==> src/rtl/pwm_oc_pkg.sv <==
package pwm_oc_pkg;

    typedef enum logic {
        FLAG_IDLE   = 1'b0,
        FLAG_RAISED = 1'b1
    } flag_state_e;

    typedef enum logic {
        RANGE_NORMAL = 1'b0,
        RANGE_OVER   = 1'b1
    } range_state_e;

    localparam logic [2:0] MODE_PWM1 = 3'b110;
    localparam logic [2:0] MODE_PWM2 = 3'b111;

    localparam logic [1:0] CSEL_EDGE = 2'b00;
    localparam logic [1:0] CSEL_DOWN = 2'b01;
    localparam logic [1:0] CSEL_UP   = 2'b10;
    localparam logic [1:0] CSEL_BOTH = 2'b11;

endpackage

==> src/rtl/pwm_oc_ccr_reg.sv <==
module pwm_oc_ccr_reg #(
    parameter int CNT_W = 16
) (
    input  logic             clk_i,
    input  logic             rst_ni,
    input  logic             wr_i,
    input  logic [CNT_W-1:0] wdata_i,
    input  logic             preload_en_i,
    input  logic             update_i,
    output logic [CNT_W-1:0] active_o
);
    logic [CNT_W-1:0] buf_q;
    logic [CNT_W-1:0] act_q;

    always_ff @(posedge clk_i or negedge rst_ni) begin
        if (!rst_ni) begin
            buf_q <= '0;
            act_q <= '0;
        end else begin
            if (wr_i) begin
                buf_q <= wdata_i;
            end
            if (wr_i && (!preload_en_i || update_i)) begin
                act_q <= wdata_i;
            end else if (preload_en_i && update_i) begin
                act_q <= buf_q;
            end
        end
    end

    assign active_o = act_q;
endmodule

==> src/rtl/pwm_oc_range_fsm.sv <==
module pwm_oc_range_fsm
    import pwm_oc_pkg::*;
#(
    parameter int CNT_W = 16
) (
    input  logic             clk_i,
    input  logic             rst_ni,
    input  logic             update_i,
    input  logic [CNT_W-1:0] cnt_i,
    input  logic [CNT_W-1:0] arr_i,
    input  logic [CNT_W-1:0] active_i,
    output logic             zero_mask_o
);
    range_state_e state_q, state_d;

    always_comb begin
        state_d = state_q;
        if (update_i) begin
            state_d = (active_i >= arr_i) ? RANGE_OVER : RANGE_NORMAL;
        end
    end

    always_ff @(posedge clk_i or negedge rst_ni) begin
        if (!rst_ni) begin
            state_q <= RANGE_NORMAL;
        end else begin
            state_q <= state_d;
        end
    end

    always_comb begin
        zero_mask_o = 1'b0;
        unique case (state_q)
            RANGE_NORMAL: zero_mask_o = 1'b0;
            RANGE_OVER:   zero_mask_o = (active_i == '0) && (cnt_i == '0);
            default:      zero_mask_o = 1'b0;
        endcase
    end
endmodule

==> src/rtl/pwm_oc_flag_fsm.sv <==
module pwm_oc_flag_fsm
    import pwm_oc_pkg::*;
#(
    parameter int CNT_W = 16
) (
    input  logic             clk_i,
    input  logic             rst_ni,
    input  logic [CNT_W-1:0] cnt_i,
    input  logic             cnt_down_i,
    input  logic [1:0]       center_sel_i,
    input  logic [CNT_W-1:0] active_i,
    input  logic             zero_mask_i,
    input  logic             clr_i,
    output logic             flag_o
);
    flag_state_e state_q, state_d;
    logic        dir_ok;
    logic        hit;

    always_comb begin
        unique case (center_sel_i)
            CSEL_EDGE: dir_ok = 1'b1;
            CSEL_DOWN: dir_ok = cnt_down_i;
            CSEL_UP:   dir_ok = !cnt_down_i;
            CSEL_BOTH: dir_ok = 1'b1;
            default:   dir_ok = 1'b1;
        endcase
    end

    assign hit = (cnt_i == active_i) && dir_ok && !zero_mask_i;

    always_comb begin
        state_d = state_q;
        unique case (state_q)
            FLAG_IDLE:   if (hit) state_d = FLAG_RAISED;
            FLAG_RAISED: if (clr_i && !hit) state_d = FLAG_IDLE;
            default:     state_d = FLAG_IDLE;
        endcase
    end

    always_ff @(posedge clk_i or negedge rst_ni) begin
        if (!rst_ni) begin
            state_q <= FLAG_IDLE;
        end else begin
            state_q <= state_d;
        end
    end

    always_comb begin
        unique case (state_q)
            FLAG_IDLE:   flag_o = 1'b0;
            FLAG_RAISED: flag_o = 1'b1;
            default:     flag_o = 1'b0;
        endcase
    end
endmodule

==> src/rtl/pwm_oc_ref_gen.sv <==
module pwm_oc_ref_gen
    import pwm_oc_pkg::*;
#(
    parameter int CNT_W = 16
) (
    input  logic [CNT_W-1:0] cnt_i,
    input  logic             cnt_down_i,
    input  logic [CNT_W-1:0] arr_i,
    input  logic [CNT_W-1:0] active_i,
    input  logic [2:0]       mode_i,
    input  logic             zero_mask_i,
    output logic             ref_o
);
    logic lvl1;

    always_comb begin
        if (zero_mask_i) begin
            lvl1 = 1'b0;
        end else if (active_i > arr_i) begin
            lvl1 = 1'b1;
        end else if (cnt_down_i) begin
            lvl1 = (cnt_i <= active_i);
        end else begin
            lvl1 = (cnt_i < active_i);
        end
    end

    always_comb begin
        case (mode_i)
            MODE_PWM1: ref_o = lvl1;
            MODE_PWM2: ref_o = !lvl1;
            default:   ref_o = 1'b0;
        endcase
    end
endmodule

==> src/rtl/pwm_oc_channel.sv <==
module pwm_oc_channel #(
    parameter int CNT_W = 16
) (
    input  logic             clk_i,
    input  logic             rst_ni,
    input  logic [CNT_W-1:0] cnt_i,
    input  logic             cnt_down_i,
    input  logic [CNT_W-1:0] arr_i,
    input  logic             update_i,
    input  logic [1:0]       center_sel_i,
    input  logic             cmp_wr_i,
    input  logic [CNT_W-1:0] cmp_wdata_i,
    input  logic [2:0]       oc_mode_i,
    input  logic             preload_en_i,
    input  logic             polarity_i,
    input  logic             chan_en_i,
    input  logic             flag_clr_i,
    output logic             oc_ref_o,
    output logic             oc_o,
    output logic             cmp_flag_o
);
    logic [CNT_W-1:0] ccr_act;
    logic             zero_mask;

    pwm_oc_ccr_reg #(.CNT_W(CNT_W)) u_ccr (
        .clk_i        (clk_i),
        .rst_ni       (rst_ni),
        .wr_i         (cmp_wr_i),
        .wdata_i      (cmp_wdata_i),
        .preload_en_i (preload_en_i),
        .update_i     (update_i),
        .active_o     (ccr_act)
    );

    pwm_oc_range_fsm #(.CNT_W(CNT_W)) u_range (
        .clk_i       (clk_i),
        .rst_ni      (rst_ni),
        .update_i    (update_i),
        .cnt_i       (cnt_i),
        .arr_i       (arr_i),
        .active_i    (ccr_act),
        .zero_mask_o (zero_mask)
    );

    pwm_oc_ref_gen #(.CNT_W(CNT_W)) u_ref (
        .cnt_i       (cnt_i),
        .cnt_down_i  (cnt_down_i),
        .arr_i       (arr_i),
        .active_i    (ccr_act),
        .mode_i      (oc_mode_i),
        .zero_mask_i (zero_mask),
        .ref_o       (oc_ref_o)
    );

    pwm_oc_flag_fsm #(.CNT_W(CNT_W)) u_flag (
        .clk_i        (clk_i),
        .rst_ni       (rst_ni),
        .cnt_i        (cnt_i),
        .cnt_down_i   (cnt_down_i),
        .center_sel_i (center_sel_i),
        .active_i     (ccr_act),
        .zero_mask_i  (zero_mask),
        .clr_i        (flag_clr_i),
        .flag_o       (cmp_flag_o)
    );

    assign oc_o = chan_en_i ? (oc_ref_o ^ polarity_i) : polarity_i;
endmodule

==> config.mk <==
export PLATFORM = sky130hd
export DESIGN_NAME = pwm_oc_channel
export DESIGN_NICKNAME = d
export VERILOG_FILES = /design/src/rtl/pwm_oc_pkg.sv /design/src/rtl/pwm_oc_ccr_reg.sv /design/src/rtl/pwm_oc_range_fsm.sv /design/src/rtl/pwm_oc_flag_fsm.sv /design/src/rtl/pwm_oc_ref_gen.sv /design/src/rtl/pwm_oc_channel.sv
export SDC_FILE = /design/constraint.sdc
export NUM_CORES = 1
export LEC_CHECK = 0
export ABC_AREA = 1
export BUFFER_PORTS_ARGS = -buffer_cell sky130_fd_sc_hd__buf_2
export CAP_MARGIN = 30
export CORE_MARGIN = 2
export CORE_UTILIZATION = 35
export DETAILED_ROUTE_END_ITERATION = 8
export PLACE_DENSITY = 0.62
export RECOVER_POWER = 50
export SYNTH_ARGS = -nofsm -noshare
export SYNTH_HDL_FRONTEND = slang
export SYNTH_SLANG_ARGS = --single-unit
==> constraint.sdc <==
create_clock -name clk_i -period 1.3 [get_ports clk_i]
set_input_delay 0 -clock clk_i [delete_from_list [all_inputs] [get_ports clk_i]]
set_output_delay 0 -clock clk_i [all_outputs]
set_load 0.05 [all_outputs]
# [Yosys cells after proc, flatten, opt, wreduce, memory -nomap -nowiden]
# Index checks and enable logic that the tools add are counted.
[op_classes] reduce_logical=17 div=0 n_bitwise=3 n_eq_ne=6 shift=0 n_lt_le_gt_ge=4 n_mux=14 add_sub_neg=0 n_mul=0
[ops] op="$logic_not 16->1" n=2
[ops] op="$mux 16" n=2
[ops] op="$eq 16x16->1" n=1
[ops] op="$ge 16x16->1" n=1
[ops] op="$gt 16x16->1" n=1
[ops] op="$le 16x16->1" n=1
[ops] op="$lt 16x16->1" n=1
[ops] op="$pmux 1 s2" n=4
[ops] op="$mux 1" n=7
[ops] op="$eq 3x3->1 const B" n=2
[ops] op="$logic_and 1x1->1" n=6
[ops] op="$logic_not 1->1" n=5
[ops] op="$eq 2x2->1 const B" n=2
[ops] op="$pmux 1 s3" n=1
[ops] op="$eq 2x1->1 const B" n=1
[ops] op="$logic_not 2->1" n=1
[ops] op="$not 1->1" n=2
[ops] op="$reduce_bool 2->1" n=1
[ops] op="$reduce_or 2->1" n=1
[ops] op="$logic_or 1x1->1" n=1
[ops] op="$xor 1x1->1" n=1
[totals] mem_bits_ro=0 latchBits=0 reg_bits=34 ram_bits=0 elab_cells=48 in_bits=62 n_memories=0

# [Logic depth before layout (Yosys ltp)]
# Gate-level depths: netlist of the first run.
[depth] depth_word=9 mapped_depth=18 mapped_depth_nobuf=18

# [Modules after synthesis]
# Synthesis of the first run repeated with hierarchy kept, for this count alone.
[unflattened] cells_unflattened=517 area_unflattened_um2=3375.7
[by_module_without_submodules] module="pwm_oc_ccr_reg" cells_each=170 area_each_um2=1461.4 instances=1 seq_area_each_um2=800.8
[by_module_without_submodules] module="pwm_oc_ref_gen" cells_each=152 area_each_um2=910.9 instances=1 seq_area_each_um2=0.0
[by_module_without_submodules] module="pwm_oc_range_fsm" cells_each=94 area_each_um2=561.8 instances=1 seq_area_each_um2=25.0
[by_module_without_submodules] module="pwm_oc_flag_fsm" cells_each=95 area_each_um2=417.9 instances=1 seq_area_each_um2=25.0
[by_module_without_submodules] module="pwm_oc_channel" cells_each=6 area_each_um2=23.8 instances=1 seq_area_each_um2=0.0

# [Worst setup path before layout of the first run]
# No wires, ideal clock.
[synth_path] path_type="register to output" start="register u_ccr.act_q[7] (netlist: u_ccr.active_o[7])" end="output port oc_o" path_slack_ps=-713 n_path_buf=0 required_ps=1300 path_stages_with_launch=14 t_arrival_ps=2013 path_cell_list="dfrtp_1 > ha_1 > a21o_1 > nor2_1 > nand3_1 > nand2_1 > nand2_1 > nand2_1 > nand2_1 > nand2_1 > nand2_1 > nand2_2 > nand3_1 > nand2_1"
[synth_between] elab_chain_cells=8
[synth_lines] element="start: declaration" line="pwm_oc_ccr_reg.sv:13" source="logic [CNT_W-1:0] act_q;"
[synth_lines] element="start signal: assignment" line="pwm_oc_ccr_reg.sv:24" source="act_q <= wdata_i;"
[synth_lines] element="start signal: assignment" line="pwm_oc_ccr_reg.sv:26" source="act_q <= buf_q;"
[synth_lines] element="$lt 16x16->1 (tied with other cells)" line="pwm_oc_ref_gen.sv:24" source="lvl1 = (cnt_i < active_i);"
[synth_lines] element="$mux 1 / $logic_and 1x1->1 (equally long branches)" line="pwm_oc_ref_gen.sv:21, pwm_oc_range_fsm.sv:35"
[synth_lines] element="$mux 1 / $pmux 1 s2 (equally long branches)" line="pwm_oc_ref_gen.sv:19, pwm_oc_range_fsm.sv:33"
[synth_lines] element="$mux 1 (*)" line="pwm_oc_ref_gen.sv:17" source="if (zero_mask_i) begin"
[synth_lines] element="$logic_not 1->1" line="pwm_oc_ref_gen.sv:31" source="MODE_PWM2: ref_o = !lvl1;"
[synth_lines] element="$pmux 1 s2 (*)" line="pwm_oc_ref_gen.sv:29" source="case (mode_i)"
[synth_lines] element="via oc_ref_o" line="pwm_oc_channel.sv:18" source="output logic oc_ref_o,"
[synth_lines] element="$xor 1x1->1 (*)" line="pwm_oc_channel.sv:67" source="assign oc_o = chan_en_i ? (oc_ref_o ^ polarity_i) : polarity_i;"
[synth_lines] element="$mux 1 (*)" line="pwm_oc_channel.sv:67"
[synth_lines] element="end: declaration" line="pwm_oc_channel.sv:19" source="output logic oc_o,"
# The timed path passes the listed nets; every way through them passes the cells marked *.

# [Worst setup path after layout of the first run]
[layout_path] start="register u_ccr.act_q[14] (netlist: u_ccr.active_o[14])" end="output port oc_o"
[layout_between] elab_chain_cells=8
[layout_lines] element="$lt 16x16->1 (tied with other cells)" line="pwm_oc_ref_gen.sv:24"
[layout_lines] element="$mux 1 / $logic_and 1x1->1 (equally long branches)" line="pwm_oc_ref_gen.sv:21, pwm_oc_range_fsm.sv:35"
[layout_lines] element="$mux 1 / $pmux 1 s2 (equally long branches)" line="pwm_oc_ref_gen.sv:19, pwm_oc_range_fsm.sv:33"
[layout_lines] element="$mux 1 (*)" line="pwm_oc_ref_gen.sv:17"
[layout_lines] element="$logic_not 1->1" line="pwm_oc_ref_gen.sv:31"
[layout_lines] element="$pmux 1 s2 (*)" line="pwm_oc_ref_gen.sv:29"
[layout_lines] element="$xor 1x1->1 (*)" line="pwm_oc_channel.sv:67"
[layout_lines] element="$mux 1 (*)" line="pwm_oc_channel.sv:67"
# Every way passes the cells marked *; elsewhere a longest branch is shown, timed or not.

==> flow_summary_export.csv, run 1 <==
group,metric,value,unit
floorplanning,ioPinCount,65,
setup_path,critPathRequiredTime,1300,ps
layout,antenna_cells_inserted,0,
worst_hold_path,holdPathEnd,"u_range.state_q",
worst_hold_path,holdPathStages,3,
sta,timing.final.crit_share,170,%
routing,vias,2566,
synthesis,synth_cells,337,
floorplanning,initial_utilization,36.2,%
routing,drt_pass1_iterations,4,
synthesis,postSynthAreaPerCell,7.34,um2
sta,period_minus_slack,2210,ps
job,drv.max_cap_violation_count,0,
global_routing,grt_antenna_before_repair,0,
synthesis,sequential_element_share_of_the_synthesized_area,34.4,%
floorplanning,floorplan.rows,30,
floorplanning,fp.dieArea,7750,um2
routing,antenna_violating_nets_post_route,0,
sta,worst_pin_slew,873,ps
floorplanning,floorplan.core_area,6830,um2
worst_hold_path,holdCritStartpoint,"update_i",
sta,grt_setup_unrepaired,"yes",
cts,cts.path.max_buffers,2,
sta,final_max_slew_viol_count,0,
routing,detail_route.iter0.violations,56,
floorplanning,die_width,88.0,um
layout,fin_nets,559,
floorplanning,die_y,88.0,um
layout,layout.core_utilization,56.4,%
layout,drive_gt1_share,36.4,%
pwr,totalPowerFinal,3610,uW
setup_path,criticalPathCategory,"reg2out",
synthesis,synth.cell_area,2470,um2
pwr,max_rail_drop_vdd,0.425,mV
synthesis,syn-num-nets,433,
sta,worst_slack,-912,ps
routing,detail_route.wl_per_cell,11.6,um
setup_path,reg2reg_from,"u_ccr.active_o[14]",
global_routing,groute.usage.overall,17.3,%
setup_path,crit_fanout,3,
placement,pre_cts_slack,-715,ps
synthesis,yosysWarnings,0,
setup_path,worstSetupStartpointType,"register",
sta,relSlewSlack,41.8,%
routing,post-route-drc-count,0,
layout,synthToLayoutAreaGrowth,55.9,%
routing,finalWirelength,6480,um
layout,layout.filler_cells,632,
setup_path,regToRegEndpoint,"u_flag.state_q",
sta,timing.setup.tns,-2420,ps
cts,cts_buffers,5,
sta,setup_violations,4,
setup_path,r2r_cells,9,
cts,tritoncts_num_sinks,34,
setup_path,setup.reg_to_reg.worst_slack,-400,ps
synthesis,ys_seq_elements,34,
cts,cts-htree-levels,2,
outcome,violations_in_the_final_reports,"setup timing",
pwr,pwr_density_cell,936,nW/um2
placement,numPortBuffers,64,
global_routing,grt.overflow.total,0,
synthesis,netlist-cell-type-count,30,
routing,post_drt_via_cell_ratio,4.58,
setup_path,critical_path_arrival,2210,ps
cts,clk_pin_slew,70,ps
cts,cts_tree,"yes",
sta,fmaxAchievable,452,MHz
sta,report.final.hold_viol_count,0,
pwr,p_leak,0.00201,uW
sta,fin_worst_skew,3.51,ps
cts,root_buffer,"sky130_fd_sc_hd__clkbuf_8",
sta,hold_slack,16.8,ps
cts,clk-insertion-delay-late,280,ps
setup_path,element_type_at_the_critical_path_end,"output pin",
placement,place_hpwl,4990,um
worst_hold_path,hold_path.class,"in2reg",
setup_path,critical_path.startpoint,"u_ccr.active_o[14]",
placement,gp_routability_congestion,0.769,
global_routing,number_of_global_route_vias_before_repair,2432,
global_routing,grt_first_pass_wirelength,10500,um
outcome,result_of_the_run,"complete, but fails checks",
global_routing,grt_max_degree,35,
-- metrics by stage --
stage	instances	cell area, um2
finish	560	3850
global route	560	3850
CTS	554	3630
detailed placement	523	3180
global placement	523	3180
floorplan	337	2530
-- critical path, stage by stage (launching register included) --
cell	delay (ps)
sky130_fd_sc_hd__dfrtp_1	420
sky130_fd_sc_hd__inv_2	80
sky130_fd_sc_hd__ha_4	260
sky130_fd_sc_hd__nand4_1	110
sky130_fd_sc_hd__nor2_2	170
sky130_fd_sc_hd__nand3_2	100
sky130_fd_sc_hd__nor2_2	140
sky130_fd_sc_hd__a21oi_2	50
sky130_fd_sc_hd__nand2_4	90
sky130_fd_sc_hd__nand3_4	90
sky130_fd_sc_hd__nand2_8	100
sky130_fd_sc_hd__nand2_4	50
sky130_fd_sc_hd__nand2_4	70
sky130_fd_sc_hd__nand2_4	50
sky130_fd_sc_hd__buf_8	140
-- what timing repair did --
| item | in CTS | in global routing |
|---|---|---|
| endpoints found under the hold margin | 52 | 0 |
| pin swaps | 4 | 18 |
| buffers inserted | 5 | 7 |
| hold buffers | 18 | 0 |
| resized for setup | 24 | 37 |
| setup endpoints to repair | 4 | 4 |
-- area by class of cell --
| cell class | instances | area, um2 | area share [%] |
|---|---|---|---|
| clock buffers | 7 | 86.3 | 2.24 |
| clock inverters | 1 | 5.00 | 0.130 |
| inverters | 68 | 255 | 6.62 |
| well taps | 96 | 120 | 3.12 |
| flip-flops and latches | 34 | 851 | 22.1 |
| repair buffers | 126 | 851 | 22.1 |
| multi-input cells | 228 | 1690 | 43.8 |
-- logic make-up after synthesis --
group | Yosys count | synth area share [%]
DFF | 34 | 34.4
buffers and inverters | 75 | 11.6
adders and majority gates | 34 | 17.2
AOI/OAI and AO/OA | 69 | 15.1
and+or+nand+nor | 125 | 21.7
-- synthesized netlist by cell type --
master	count	area share, %
sky130_fd_sc_hd__o21ai_0	30	6.1
sky130_fd_sc_hd__nor2_1	22	3.3
sky130_fd_sc_hd__a21oi_1	23	4.7
sky130_fd_sc_hd__nor2_4	1	0.46
sky130_fd_sc_hd__a21o_1	2	0.61
sky130_fd_sc_hd__nor3_1	1	0.20
sky130_fd_sc_hd__o22ai_1	6	1.5
sky130_fd_sc_hd__nor3b_1	1	0.30
sky130_fd_sc_hd__or2_1	1	0.25
sky130_fd_sc_hd__or2_0	1	0.25
sky130_fd_sc_hd__inv_1	67	10
sky130_fd_sc_hd__nor4_1	3	0.76
sky130_fd_sc_hd__o211ai_1	1	0.30
sky130_fd_sc_hd__nand4_1	7	1.8
sky130_fd_sc_hd__clkinv_1	1	0.15
sky130_fd_sc_hd__o221ai_1	1	0.35
sky130_fd_sc_hd__nand3_1	8	1.6
sky130_fd_sc_hd__a31oi_1	2	0.51
sky130_fd_sc_hd__dfrtp_1	34	34
sky130_fd_sc_hd__a211oi_1	2	0.61
sky130_fd_sc_hd__buf_1	1	0.15
sky130_fd_sc_hd__o21bai_1	1	0.30
sky130_fd_sc_hd__nand2_1	75	11
sky130_fd_sc_hd__and3_1	1	0.25
sky130_fd_sc_hd__nand3b_1	1	0.30
sky130_fd_sc_hd__ha_1	34	17
sky130_fd_sc_hd__clkbuf_1	2	0.30
sky130_fd_sc_hd__buf_2	4	0.81
sky130_fd_sc_hd__nand2_2	3	0.76
sky130_fd_sc_hd__o21ai_1	1	0.20
-- metal layers --
| layer | global-route usage (%) | share of wire, % | vias to the layer above | wire length (um) |
|---|---|---|---|---|
| met5 | 0 | 0 | - | 0 |
| met1 | 22.2 | 46 | 1163 | 3000 |
| met2 | 29.8 | 48 | 54 | 3130 |
| met3 | 2.45 | 3.7 | 9 | 237 |
| li1 | - | - | 1340 | - |
| met4 | 5.92 | 1.8 | 0 | 119 |
-- power breakdown --
group	total [uW]	switching (uW)	leakage, uW	internal, uW
Sequential	1280	99.8	0.000410	1180
Clock	804	377	0.0000482	427
Combinational	1520	751	0.00155	770
Total	3610	1230	0.00201	2380
-- flip-flops by register name (all words and copies together), names as in the netlist --
register / count
u_ccr.active_o: 16
u_ccr.buf_q: 16
u_flag.state_q: 1
u_range.state_q: 1
-- how the worst max path moves through the flow --
stage,cells after the start,endpoint,slack (ps)
finish,14,oc_o,-910
detailed placement,16,oc_o,-720
global route,16,oc_o,-1030
floorplan,14,oc_o,-460
CTS,16,oc_o,-910
global placement,16,oc_o,-670
-- placed cells by master, fill, tap and decap left out, types with 2 or more instances in the layout --
master	count
sky130_fd_sc_hd__buf_4	42
sky130_fd_sc_hd__buf_8	2
sky130_fd_sc_hd__a21oi_2	3
sky130_fd_sc_hd__inv_2	10
sky130_fd_sc_hd__buf_2	61
sky130_fd_sc_hd__o21ai_1	3
sky130_fd_sc_hd__nand2_2	7
sky130_fd_sc_hd__nor2_4	3
sky130_fd_sc_hd__o22ai_1	5
sky130_fd_sc_hd__nand4_1	7
sky130_fd_sc_hd__a31oi_1	2
sky130_fd_sc_hd__nand2_4	8
sky130_fd_sc_hd__clkbuf_8	6
sky130_fd_sc_hd__nand3_1	5
sky130_fd_sc_hd__a21o_1	2
sky130_fd_sc_hd__dfrtp_1	34
sky130_fd_sc_hd__nand3_2	2
sky130_fd_sc_hd__ha_4	16
sky130_fd_sc_hd__ha_1	18
sky130_fd_sc_hd__nor2_2	2
sky130_fd_sc_hd__inv_1	57
sky130_fd_sc_hd__o21ai_0	28
sky130_fd_sc_hd__dlygate4sd3_1	18
sky130_fd_sc_hd__a21oi_1	20
sky130_fd_sc_hd__nor4_1	3
sky130_fd_sc_hd__clkbuf_1	2
sky130_fd_sc_hd__nor2_1	18
sky130_fd_sc_hd__nand2_1	62
(Power assumes the default switching activity.)
==> run 2: changes to the inputs <==
clock period = 1.85 ns   (was 1.3 ns; I/O delays follow)
==> flow_summary_export.csv, run 2 (synthesis results as in run 1) <==
group,metric,value,unit
floorplanning,fp.dieArea,7750,um2
routing,finalWirelength,6390,um
placement,place_hpwl,4890,um
layout,antenna_cells_inserted,0,
worst_hold_path,hold_path.class,"in2reg",
pwr,p_leak,0.00190,uW
global_routing,grt_first_pass_wirelength,10400,um
cts,cts_tree,"yes",
sta,fmaxAchievable,461,MHz
cts,clk_pin_slew,70,ps
pwr,max_rail_drop_vdd,0.404,mV
sta,grt_setup_unrepaired,"yes",
pwr,pwr_density_cell,695,nW/um2
global_routing,number_of_global_route_vias_before_repair,2360,
floorplanning,floorplan.rows,30,
pwr,share_seq_of_total_power,35.9,%
floorplanning,die_width,88.0,um
pwr,switching_power,804,uW
floorplanning,die_y,88.0,um
routing,post-route-drc-count,0,
sta,report.final.hold_viol_count,0,
routing,detail_route.iter0.violations,97,
cts,tritoncts_num_sinks,34,
setup_path,element_type_at_the_critical_path_end,"output pin",
cts,cts_buffers,5,
layout,layout_commonest_cell,"sky130_fd_sc_hd__nand2_1",
routing,detail_route.wl_per_cell,11.7,um
layout,layout.core_utilization,52.3,%
job,drv.max_cap_violation_count,0,
global_routing,grt_antenna_before_repair,0,
setup_path,crit_fanout,3,
global_routing,groute.usage.overall,17.2,%
placement,placedCellCount,516,
placement,place_area,3090,um2
routing,drt_pass1_iterations,4,
cts,root_buffer,"sky130_fd_sc_hd__clkbuf_8",
sta,timing.final.crit_share,117,%
sta,setup_violations,2,
layout,layout.cell_area.non_filler,3570,um2
setup_path,criticalPathCategory,"reg2out",
sta,period_minus_slack,2170,ps
cts,clk-insertion-delay-late,280,ps
layout,synthToLayoutAreaGrowth,44.4,%
pwr,p_int,1680,uW
floorplanning,floorplan.core_area,6830,um2
placement,numPortBuffers,64,
placement,gp_routability_congestion,0.810,
pwr,power.combinational.fraction,37.2,%
pwr,pwr-share-clk,26.9,%
floorplanning,ioPinCount,65,
routing,vias,2509,
sta,relSlewSlack,42.4,%
setup_path,worstSetupStartpointType,"register",
sta,worst_slack,-318,ps
cts,cts-htree-levels,2,
layout,drive_gt1_share,30.0,%
routing,antenna_violating_nets_post_route,0,
placement,pre_cts_slack,-177,ps
floorplanning,initial_utilization,36.2,%
layout,fin_cells,546,
sta,worst_pin_slew,864,ps
layout,layout.cells.most_common_list,"66 x sky130_fd_sc_hd__nand2_1, 60 x sky130_fd_sc_hd__inv_1, 57 x sky130_fd_sc_hd__buf_2, 34 x sky130_fd_sc_hd__dfrtp_1, 30 x sky130_fd_sc_hd__o21ai_0",
sta,fin_worst_skew,4.85,ps
layout,fin_nets,545,
global_routing,grt_max_degree,35,
sta,final_max_slew_viol_count,0,
setup_path,critPathRequiredTime,1850,ps
setup_path,critical_path_arrival,2170,ps
outcome,violations_in_the_final_reports,"setup timing",
routing,post_drt_via_cell_ratio,4.60,
outcome,result_of_the_run,"complete, but fails checks",
cts,cts.path.max_buffers,2,
global_routing,grt.overflow.total,0,
pwr,power.share.switching,32.4,%
[run 2: cell types whose count changed in the layout (fill, tap and decap cells not counted), sizes merged]
cell / change
buf: -19
clkbuf: +6
dlygate4sd3: -1
bufinv: +1
clkinv: -1
[run 2: area by class of cell]
class,instances,area [um2]
fill,679,3260
clock inverter,1,30.0
clock buffer,7,76.3
timing repair buffer,112,719
tap,96,120
inverter,68,255
sequential,34,851
multi-input combinational,228,1520
[run 2: routing by layer]
layer | GRT usage, % | vias to the layer above | share of wire, %
li1 | - | 1321 | -
met1 | 23.1 | 1116 | 48
met2 | 28.2 | 63 | 46
met3 | 2.64 | 9 | 4.7
met4 | 5.92 | 0 | 1.9
met5 | 0 | - | 0
[run 2: through the flow]
step	total power, uW	setup TNS, ps	hold slack (ps)
floorplan	1340	0	-296
global placement	1650	-194	119
detailed placement	1670	-177	119
CTS	2410	-555	2.99
global route	2690	-888	10.8
finish	2480	-588	5.36
[run 2: power groups by stage]
| stage | sequential (uW) | combinational [uW] | clock, uW |
|---|---|---|---|
| after floorplan | 884 | 455 | 0 |
| after global placement | 898 | 750 | 0 |
| after detailed placement | 899 | 768 | 0 |
| after CTS | 887 | 840 | 680 |
| after global routing | 902 | 1060 | 727 |
| final | 890 | 924 | 666 |
[run 2: path summary, 6_finish.rpt]
check,start,end,slack (ps),cells past startpoint
max reg2reg,u_ccr.active_o[13],u_flag.state_q,170,9
max in group asynchronous,rst_ni,u_ccr.buf_q[4],940,2
min in group asynchronous,rst_ni,u_ccr.buf_q[7],370,2
min,cmp_wdata_i[2],u_ccr.buf_q[2],5,3
min reg2reg,u_ccr.buf_q[12],u_ccr.buf_q[12],470,2
max,u_ccr.active_o[13],oc_o,-320,14
[run 2: timing repair]
action	4_1_cts	5_1_grt
gates resized for setup	12	29
hold buffers	17	0
setup buffers	2	3
pin swaps	4	10
setup endpoints to repair	2	3
hold endpoints to repair	50	0
cloned	0	0
[run 2: critical path: stages (launching register included)]
cell and delay, ps:
sky130_fd_sc_hd__dfrtp_1 350, sky130_fd_sc_hd__inv_1 70, sky130_fd_sc_hd__ha_1 310, sky130_fd_sc_hd__nand4_1 130, sky130_fd_sc_hd__nor2_2 180, sky130_fd_sc_hd__nand2_1 90
sky130_fd_sc_hd__a21oi_2 170, sky130_fd_sc_hd__nand2_2 80, sky130_fd_sc_hd__nand2_2 60, sky130_fd_sc_hd__nand2_2 60, sky130_fd_sc_hd__nand2_4 80, sky130_fd_sc_hd__nand2_2 50
sky130_fd_sc_hd__nand2_2 70, sky130_fd_sc_hd__nand2_4 50, sky130_fd_sc_hd__buf_8 140
==> run 3: changes to the inputs <==
CORE_MARGIN = not set   (was 2)
==> flow_summary_export.csv, run 3 (synthesis results as in run 1) <==
group,metric,value,unit
sta,timing.final.crit_share,118,%
cts,clk-insertion-delay-late,280,ps
placement,place_hpwl,4870,um
floorplanning,fp.dieArea,7400,um2
sta,fmaxAchievable,456,MHz
sta,grt_setup_unrepaired,"yes",
layout,drive_gt1_share,28.8,%
routing,post-route-drc-count,0,
floorplanning,ioPinCount,65,
global_routing,grt_antenna_before_repair,0,
routing,post_drt_via_cell_ratio,4.55,
layout,layout.cell_area.non_filler,3580,um2
setup_path,criticalPathCategory,"reg2out",
routing,detail_route.wl_per_cell,11.5,um
setup_path,critical_path.slowest_cell,"sky130_fd_sc_hd__dfrtp_1",
setup_path,r2r_cells,12,
pwr,pwr_density_cell,649,nW/um2
setup_path,critical_path.most_common_cell,"sky130_fd_sc_hd__nand2_2",
pwr,max_rail_drop_vdd,0.278,mV
sta,worst_pin_slew,847,ps
layout,fin_cells,548,
sta,timing.setup.tns,-896,ps
floorplanning,die_width,86.0,um
setup_path,critical_path_arrival,2190,ps
worst_hold_path,holdCritStartpoint,"cmp_wdata_i[2]",
cts,cts.path.max_buffers,2,
cts,root_buffer,"sky130_fd_sc_hd__clkbuf_8",
global_routing,globalRouteMet2Util,31.4,%
placement,placedCellCount,516,
worst_hold_path,hold_path.class,"in2reg",
routing,drt_pass1_iterations,4,
setup_path,crit_fanout,3,
sta,setup_violations,3,
setup_path,element_type_at_the_critical_path_end,"output pin",
setup_path,setup.reg_to_reg.worst_slack,-260,ps
layout,layout.core_utilization,52.7,%
cts,cts-htree-levels,2,
global_routing,grt-busiest-layer,"met2",
floorplanning,initial_utilization,36.4,%
global_routing,grtUsageMet3,2.50,%
setup_path,critical_path.cell_chain,"inv_2, ha_4, nand4_1, nor2_2, nand3_2, nor2_2, a21oi_2, nand2_2, nand2_2, nand2_2, nand2_4, nand2_2, nand2_2, nand2_4, buf_8",
global_routing,grt_max_degree,35,
global_routing,grt.overflow.total,0,
cts,cts_tree,"yes",
routing,detail_route.iter0.violations,60,
setup_path,reg2reg_from,"u_ccr.active_o[13]",
global_routing,grt_first_pass_wirelength,10700,um
sta,final_max_slew_viol_count,0,
setup_path,regToRegEndpoint,"u_flag.state_q",
sta,fin_worst_skew,10.6,ps
worst_hold_path,holdPathEnd,"u_ccr.buf_q[2]",
layout,antenna_cells_inserted,0,
setup_path,critPathMaxStageDelay,420,ps
pwr,p_leak,0.00189,uW
sta,period_minus_slack,2190,ps
cts,tritoncts_num_sinks,34,
sta,report.final.hold_viol_count,0,
sta,hold_slack,14.5,ps
outcome,result_of_the_run,"complete, but fails checks",
floorplanning,floorplan.rows,30,
setup_path,critPathRequiredTime,1850,ps
layout,synthToLayoutAreaGrowth,44.7,%
sta,worst_slack,-342,ps
floorplanning,floorplan.core_area,6790,um2
placement,place_area,3090,um2
layout,layout.cells.most_common_list,"67 x sky130_fd_sc_hd__nand2_1, 63 x sky130_fd_sc_hd__inv_1, 55 x sky130_fd_sc_hd__buf_2, 34 x sky130_fd_sc_hd__dfrtp_1, 31 x sky130_fd_sc_hd__buf_4",
cts,clk_pin_slew,70,ps
global_routing,number_of_global_route_vias_before_repair,2408,
job,drv.max_cap_violation_count,0,
floorplanning,die_y,86.0,um
worst_hold_path,holdPathStages,3,
placement,numPortBuffers,64,
layout,fin_nets,548,
routing,finalWirelength,6320,um
outcome,violations_in_the_final_reports,"setup timing",
routing,antenna_violating_nets_post_route,0,
global_routing,groute.usage.overall,18.3,%
global_routing,grtUsageMet1,23.9,%
setup_path,worstSetupStartpointType,"register",
placement,gp_routability_congestion,0.824,
cts,cts_buffers,5,
sta,relSlewSlack,43.5,%
routing,vias,2492,
layout,layout_commonest_cell,"sky130_fd_sc_hd__nand2_1",
run 3: cell count changes in the layout (fill, tap and decap cells not counted), sizes merged:
cell    before  now
clkbuf      15   17
buf         87   88
bufinv       1    0
run 3: worst max-delay path by stage:
stage,slack (ps),cells past startpoint,from,end
2_1_floorplan,30,13,u_ccr.active_o[15],oc_o
3_3_place_gp,-160,13,u_ccr.active_o[13],oc_o
3_5_place_dp,-180,13,u_ccr.active_o[15],oc_o
4_1_cts,-320,16,u_ccr.active_o[15],oc_o
5_1_grt,-490,15,u_ccr.active_o[13],oc_o
6_report,-340,15,u_ccr.active_o[13],oc_o
run 3: timing repair:
action | 4_1_cts | 5_1_grt
resized for setup | 24 | 14
endpoints found under the hold margin | 50 | 0
endpoints found under the setup margin | 2 | 4
pin swaps | 9 | 11
setup buffers | 8 | 2
hold buffers | 17 | 0
run 3: layer usage:
| metal | share of wire [%] | wire [um] |
|---|---|---|
| met1 | 48 | 3040 |
| met2 | 46 | 2940 |
| met3 | 4.4 | 276 |
| met4 | 1.0 | 65 |
| met5 | 0 | 0 |
run 3: cell type report:
cell class                      instances  area, um2
Multi-Input combinational cell        228       1530
Fill cell                             659       3220
Sequential cell                        34        851
Tap cell                               96        120
Clock buffer                            7       76.3
Inverter                               68        255
Timing Repair Buffer                  115        743
run 3: metrics by stage:
step | total power [uW] | setup WS, ps
after detailed placement | 1670 | -180
after CTS | 2300 | -320
after floorplan | 1340 | 29.7
after global placement | 1650 | -162
after global routing | 2510 | -493
final | 2320 | -342
run 3: critical path, delay by kind of cell, from the launching register on:
family,cells,cell delay (ps)
AO/OA/AOI/OAI,1,40
flip-flops,1,420
adder cells (fa/ha/maj),1,270
buffers and inverters,2,220
AND/OR/NAND/NOR,11,950
run 3: power by group:
group          internal (uW)  switching [uW]  leakage, uW
clock                    259             253    0.0000383
sequential               832            60.3     0.000410
combinational            442             475      0.00144
total                   1530             788      0.00189
